**src/rtl/codec_fifo_link.sv**
```systemverilog
module codec_fifo_link #(
  parameter int WIDTH     = 8,
  parameter int DEPTH     = 16,
  parameter int BIT_DIV   = 4,
  parameter int IRQ_EVERY = 8
) (
  input  logic             clk,
  input  logic             rst_n,
  input  logic             wr_en,
  input  logic [WIDTH-1:0] wr_data,
  input  logic             rd_en,
  output logic [WIDTH-1:0] rd_data,
  output logic             tx_empty,
  output logic             tx_full,
  output logic             rx_empty,
  output logic             rx_full,
  output logic             tx_underrun,
  output logic             rx_overrun,
  output logic             irq,
  output logic             sclk,
  output logic             fsync,
  output logic             sdout,
  input  logic             sdin
);
  localparam int AW = $clog2(DEPTH);
  localparam int DW = (BIT_DIV > 1) ? $clog2(BIT_DIV) : 1;
  localparam int BW = $clog2(WIDTH);
  localparam int IW = (IRQ_EVERY > 1) ? $clog2(IRQ_EVERY) : 1;

  logic [DW-1:0]    div_q;
  logic [BW-1:0]    bit_q;
  logic             primed_q;
  logic [WIDTH-1:0] tx_sh, rx_sh;
  logic [IW-1:0]    xfer_q;

  logic [WIDTH-1:0] tx_mem [DEPTH];
  logic [WIDTH-1:0] rx_mem [DEPTH];
  logic [AW:0]      tx_wp, tx_rp, rx_wp, rx_rp;

  wire tick       = div_q == DW'(BIT_DIV - 1);
  wire frame_edge = tick && bit_q == BW'(WIDTH - 1);
  wire byte_done  = frame_edge && primed_q;
  wire [WIDTH-1:0] rx_byte = {rx_sh[WIDTH-2:0], sdin};

  wire [AW:0] tx_cnt = tx_wp - tx_rp;
  wire [AW:0] rx_cnt = rx_wp - rx_rp;
  assign tx_empty = tx_cnt == '0;
  assign tx_full  = tx_cnt == (AW+1)'(DEPTH);
  assign rx_empty = rx_cnt == '0;
  assign rx_full  = rx_cnt == (AW+1)'(DEPTH);

  wire tx_push = wr_en && !tx_full;
  wire tx_pop  = frame_edge && !tx_empty;
  wire rx_push = byte_done && !rx_full;
  wire rx_pop  = rd_en && !rx_empty;

  assign fsync = primed_q && bit_q == '0;
  assign sclk  = primed_q && div_q < DW'(BIT_DIV / 2);
  assign sdout = tx_sh[WIDTH-1];

  always_ff @(posedge clk or negedge rst_n) begin
    if (!rst_n) begin
      div_q    <= '0;
      bit_q    <= BW'(WIDTH - 1);
      primed_q <= 1'b0;
      tx_sh    <= '0;
      rx_sh    <= '0;
    end else begin
      div_q <= tick ? '0 : div_q + 1'b1;
      if (tick) begin
        rx_sh <= rx_byte;
        if (frame_edge) begin
          bit_q    <= '0;
          primed_q <= 1'b1;
          tx_sh    <= tx_empty ? '0 : tx_mem[tx_rp[AW-1:0]];
        end else begin
          bit_q <= bit_q + 1'b1;
          tx_sh <= {tx_sh[WIDTH-2:0], 1'b0};
        end
      end
    end
  end

  always_ff @(posedge clk) begin
    if (tx_push) tx_mem[tx_wp[AW-1:0]] <= wr_data;
    if (rx_push) rx_mem[rx_wp[AW-1:0]] <= rx_byte;
  end

  always_ff @(posedge clk or negedge rst_n) begin
    if (!rst_n) begin
      tx_wp       <= '0;
      tx_rp       <= '0;
      rx_wp       <= '0;
      rx_rp       <= '0;
      rd_data     <= '0;
      tx_underrun <= 1'b0;
      rx_overrun  <= 1'b0;
      xfer_q      <= '0;
      irq         <= 1'b0;
    end else begin
      if (tx_push) tx_wp <= tx_wp + 1'b1;
      if (tx_pop)  tx_rp <= tx_rp + 1'b1;
      if (rx_push) rx_wp <= rx_wp + 1'b1;
      if (rx_pop) begin
        rx_rp   <= rx_rp + 1'b1;
        rd_data <= rx_mem[rx_rp[AW-1:0]];
      end
      if (frame_edge && tx_empty) tx_underrun <= 1'b1;
      if (byte_done && rx_full)   rx_overrun  <= 1'b1;
      irq <= byte_done && xfer_q == IW'(IRQ_EVERY - 1);
      if (byte_done)
        xfer_q <= (xfer_q == IW'(IRQ_EVERY - 1)) ? '0 : xfer_q + 1'b1;
    end
  end
endmodule

```
**config.mk**
```make
export PLATFORM = sky130hd
export DESIGN_NAME = codec_fifo_link
export DESIGN_NICKNAME = d
export VERILOG_FILES = /design/src/rtl/codec_fifo_link.sv
export SDC_FILE = /design/constraint.sdc
export NUM_CORES = 1
export LEC_CHECK = 0
export ABC_AREA = 1
export BUFFER_PORTS_ARGS = -buffer_cell sky130_fd_sc_hd__buf_2
export CORE_UTILIZATION = 62
export DETAILED_ROUTE_END_ITERATION = 7
export PLACE_DENSITY_LB_ADDON = 0.1
export SYNTH_ARGS = -nofsm -noshare
export SYNTH_HDL_FRONTEND = slang
export SYNTH_SLANG_ARGS = --single-unit
```
**constraint.sdc**
```tcl
create_clock -name clk -period 3.4 [get_ports clk]
set_input_delay 0.17 -clock clk [delete_from_list [all_inputs] [get_ports clk]]
set_output_delay 0.17 -clock clk [all_outputs]
set_load 0.05 [all_outputs]
```
==> results.md <==
- After clock tree synthesis, the setup repair step added 0 buffers.
- The setup total negative slack is 0 ns.
- The number of buffers inserted for hold repair after clock tree synthesis is 3.
- 0 antenna diodes ended up in the layout.
- The number of nets still failing antenna checks after routing is 0.
- During synthesis, Yosys emitted a total of 0 warnings.
- The type of destination of the critical path is a register.
- For this design the total switching power over the nets is 2623 uW.
- The capture instance of the worst register-to-register path is rx_mem[7][0].
- Dividing the detail-routed wire length by the instance count gives 18.74 um.
- The min-delay analysis places its worst path in the category input port to register.
- Once layout is complete, the utilization of the core stands at 0.6928.
- Of the available clock period, the critical path in the final layout requires 0.9153.
- Across the VDD grid, the largest voltage drop is 0.4987 mV.
- The number of storage elements in the synthesis netlist is 311.
- In the final layout, the share of cells above drive strength 1 is 0.09617.
- The critical path goes through clkinv_1, ha_1, nand3_1, nand2_1, nand2_1, nand2_2, inv_2, nand2_4, nand2_4, nor2_1.
- The reg-to-reg setup timing slack is 0.29 ns.
- The class of the most critical setup path is register to register.
- Counting every instance in the synthesized netlist gives 1,236.
- In the routed layout, each cell is associated on average with a via count of 5.651.
- The total overflow left after global routing is 0.
- Setup violations remaining at the end of the flow were counted as 0.
- The layer with the highest usage after global routing is met2.
- The standard-cell row count is 53.
- For this block, the routed nets add up to 29,120 um of wire.
- The residual DRC count is 0.
- The post-layout minimum cycle time is 3.112 ns.
- The initial utilization of the core area, before any placement, comes to 0.6376.
- For met3 alone, demand over resource in global routing was 0.03171.
- The number of different library cells in the post-synthesis netlist is 36.
- The wire length of the first global-routing pass is 45,220 um.
- The cell count of the worst hold path is 1.
- The proportion of total power due to net switching is 0.2852.
- The share of total power dissipated in combinational logic is 0.178.
- The sequential area share after synthesis is 0.6723.
- The worst hold path startpoint is wr_data[0].
- The post-synth net total is 1,273.
- The die is 149.5 um wide.
- The final HPWL from detailed placement is 18,700 um.
- The number of slew-limit violations in the final report is 0.
- The source of the worst register-to-register timing path is rx_rp[2].
- The slowest cell on the critical path is sky130_fd_sc_hd__dfrtp_1.
- Across every metal layer, demand over resource in global routing totals 0.2720.
- The clock reaches the later pin of the worst-skew pair after 0.55 ns.
- The number of primary I/O pins is 31.
- After synthesis the cells add up to 13,490 um2.
- The post-cts sizing count is 0.
- For this design the ratio of total power to cell area is 627.4 nW/um2.
- CTS built an H-tree with a depth of 1.
- Data on the critical path is required at its endpoint by 3.58 ns.
- The count of cells along the worst register-to-register path is 10.
- The peak clock frequency supported by timing is 321.3 MHz.
- Max-cap violations in this run came to 0.
- The area added between synthesis and finish is 8.655%.
- Cell internal power was estimated by the tool at 6572 uW.
- STA classifies the critical path startpoint as a register.
- The pre-antenna-repair detailed-routing pass consisted of 5 iterations.
- The CTS sink count is 311.
- Data arrives at the worst endpoint at 3.29 ns.
- The fraction of met1 tracks used by global routing is 0.3496.
- The floorplan step defined a die boundary enclosing 22,350 um2.
- Each instance of the synthesized netlist takes up on average 10.91 um2.
- The sum of buffers and inverters on the critical path is 2.
- CTS placed an instance of sky130_fd_sc_hd__clkbuf_16 at the clock tree root.
- The final net count is 1,292.
- At the pin with the least slew margin, the transition time is 0.8628 ns.
- The global routing usage on met2 is 0.4625.
- Of the total power, the clock network draws 0.336.
- The analysis attributes to cell leakage a power of 0.005758 uW.
- The maximum buffer depth of the clock tree is 3.
- The total stage count of the critical path is 10.
- The number of port buffers is 30.
- Setup repair after global routing left no endpoint under its margin.
- The sequential share of power is 0.486.
- On the final layout, the worst clock skew is 0.008974 ns.
- The congestion estimate from routability-driven global placement came to 0.9507.
- On the critical path the largest part of the delay comes from simple AND/OR/NAND/NOR gates.
- The floorplan step set the die height to 149.5 um.
- Clock tree synthesis inserted a total of 30 buffers.
- The number of antenna violations at the first check in global routing is 0.
- Entering global routing, the biggest net connects 69 pins.
- TritonCTS built the clock tree.
- The core region is 21,150 um2.
- The end of the worst hold path is tx_mem[12][0].
- The via count of the first global-routing pass came to 8,434.
- The final number of hold-violating endpoints is 0.
- The worst pin sits at a relative slew slack of 0.4248.
- The highest net fanout along the worst path is 21.
- The total number of vias is 8,781.
- The iteration-0 DRC count of the detailed router is 766.
- The flow ran to the end, and the final reports show no timing, DRC or antenna violations.
- The biggest cell delay along the critical path is 0.62 ns.
- The clock edge transition at the registers on the reported setup and hold paths is 0.07 ns.
==> power by group through the flow <==
| stage | clock (uW) | combinational, uW | sequential, uW |
|---|---|---|---|
| 2_1_floorplan | 0 | 1240 | 4530 |
| 3_3_place_gp | 0 | 1610 | 4540 |
| 3_5_place_dp | 0 | 1630 | 4540 |
| 4_1_cts | 3130 | 1650 | 4470 |
| 5_1_grt | 3280 | 1840 | 4490 |
| 6_report | 3090 | 1630 | 4470 |
==> state kept, by name, summed over array words and instances, names as in the netlist, 7 cells and up <==
register	cells
rx_mem	128
tx_mem	128
tx_sh	8
rx_sh	7
rd_data	8
==> how the worst max path moves through the flow <==
stage	startpoint	slack, ns	endpoint
floorplan	tx_rp[1]	0.84	tx_mem[0][0]
global placement	rx_rp[2]	0.44	rx_mem[10][6]
detailed placement	rx_rp[2]	0.33	rx_mem[11][6]
CTS	rx_rp[2]	0.34	rx_mem[15][7]
global route	rx_rp[2]	0.13	rx_mem[9][5]
finish	rx_rp[2]	0.29	rx_mem[7][0]
==> cell usage after synthesis <==
cell type                  number  area [um2]
sky130_fd_sc_hd__nand2_1      322        1209
sky130_fd_sc_hd__edfxtp_1     256        7687
sky130_fd_sc_hd__nor2_1       147       551.8
sky130_fd_sc_hd__nand3_1      130       650.6
sky130_fd_sc_hd__o21ai_0       82       410.4
sky130_fd_sc_hd__inv_1         66       247.7
sky130_fd_sc_hd__dfrtp_1       52        1301
sky130_fd_sc_hd__ha_1          24       300.3
sky130_fd_sc_hd__buf_2         22       110.1
sky130_fd_sc_hd__o211ai_1      16       120.1
sky130_fd_sc_hd__buf_4         14       105.1
sky130_fd_sc_hd__clkbuf_1      11       41.29
sky130_fd_sc_hd__nor2_2        11       68.82
sky130_fd_sc_hd__nand2_2       10       62.56
sky130_fd_sc_hd__o22ai_1        9       56.30
sky130_fd_sc_hd__xor2_1         9       78.83
sky130_fd_sc_hd__buf_6          7       78.83
sky130_fd_sc_hd__nand2_4        6       67.56
sky130_fd_sc_hd__xnor2_1        6       52.55
sky130_fd_sc_hd__a21oi_1        5       25.02
sky130_fd_sc_hd__o21ai_1        5       25.02
sky130_fd_sc_hd__clkinv_1       4       15.01
sky130_fd_sc_hd__inv_2          4       15.01
sky130_fd_sc_hd__dfstp_2        3       78.83
sky130_fd_sc_hd__buf_1          2       7.510
sky130_fd_sc_hd__mux2_2         2       22.52
sky130_fd_sc_hd__nor2_4         2       22.52
sky130_fd_sc_hd__a21oi_2        1       8.760
sky130_fd_sc_hd__clkbuf_2       1       5.000
sky130_fd_sc_hd__inv_4          1       6.260
sky130_fd_sc_hd__nand3_2        1       10.01
sky130_fd_sc_hd__nand3b_1       1       7.510
sky130_fd_sc_hd__nor3_1         1       5.000
sky130_fd_sc_hd__o21a_1         1       7.510
sky130_fd_sc_hd__o21bai_1       1       7.510
sky130_fd_sc_hd__o21bai_4       1       18.77
==> metrics by stage <==
step	cells	setup slack [ns]	cell area (um2)	total power (uW)	hold WS, ns
3_5_place_dp	1495	0.3348	13720	6176	0.2051
5_1_grt	1554	0.1277	14660	9602	0.01690
6_report	1554	0.2881	14660	9195	0.04197
3_3_place_gp	1495	0.4412	13720	6152	0.2019
2_1_floorplan	1236	0.8410	13490	5770	-0.1256
4_1_cts	1554	0.3419	14660	9247	0.009312
==> cells in the final DEF (no fill, tap or decap), types with 2 or more instances in the layout <==
cell / n
sky130_fd_sc_hd__nand2_1: 322
sky130_fd_sc_hd__edfxtp_1: 256
sky130_fd_sc_hd__nor2_1: 147
sky130_fd_sc_hd__nand3_1: 130
sky130_fd_sc_hd__o21ai_0: 82
sky130_fd_sc_hd__inv_1: 66
sky130_fd_sc_hd__dfrtp_1: 50
sky130_fd_sc_hd__clkbuf_16: 31
sky130_fd_sc_hd__buf_2: 30
sky130_fd_sc_hd__ha_1: 24
sky130_fd_sc_hd__o211ai_1: 16
sky130_fd_sc_hd__clkbuf_1: 16
sky130_fd_sc_hd__nor2_2: 11
sky130_fd_sc_hd__buf_4: 11
sky130_fd_sc_hd__nand2_2: 10
sky130_fd_sc_hd__xor2_1: 9
sky130_fd_sc_hd__o22ai_1: 9
sky130_fd_sc_hd__nand2_4: 6
sky130_fd_sc_hd__xnor2_1: 6
sky130_fd_sc_hd__clkinv_1: 6
sky130_fd_sc_hd__a21oi_1: 5
sky130_fd_sc_hd__o21ai_1: 5
sky130_fd_sc_hd__clkinv_2: 5
sky130_fd_sc_hd__inv_2: 4
sky130_fd_sc_hd__dfstp_2: 3
sky130_fd_sc_hd__dlygate4sd3_1: 3
sky130_fd_sc_hd__nor2_4: 2
sky130_fd_sc_hd__mux2_2: 2
sky130_fd_sc_hd__dfrtp_2: 2
==> cell families after synthesis <==
logic type | share of synthesized area
xor+xnor | 0.009741
simple gates | 0.1968
mux | 0.001670
fa+ha+maj | 0.02226
buf+inv | 0.04685
flops | 0.6723
compound gates | 0.05037
==> final cells by class <==
class | count | area (um2)
multi-input combinational | 793 | 3789
sequential | 311 | 9070
clock inverter | 9 | 70.07
fill | 1622 | 6499
tap | 275 | 344.1
timing repair buffer | 44 | 262.8
clock buffer | 47 | 835.8
inverter | 75 | 284.0
==> per-layer routing <==
metal,share of wire,up-vias
met1,0.40,4113
met3,0.058,100
met2,0.49,353
li1,-,4215
met5,0,-
met4,0.050,0
No activity file was read; power rests on OpenSTA's default activity.
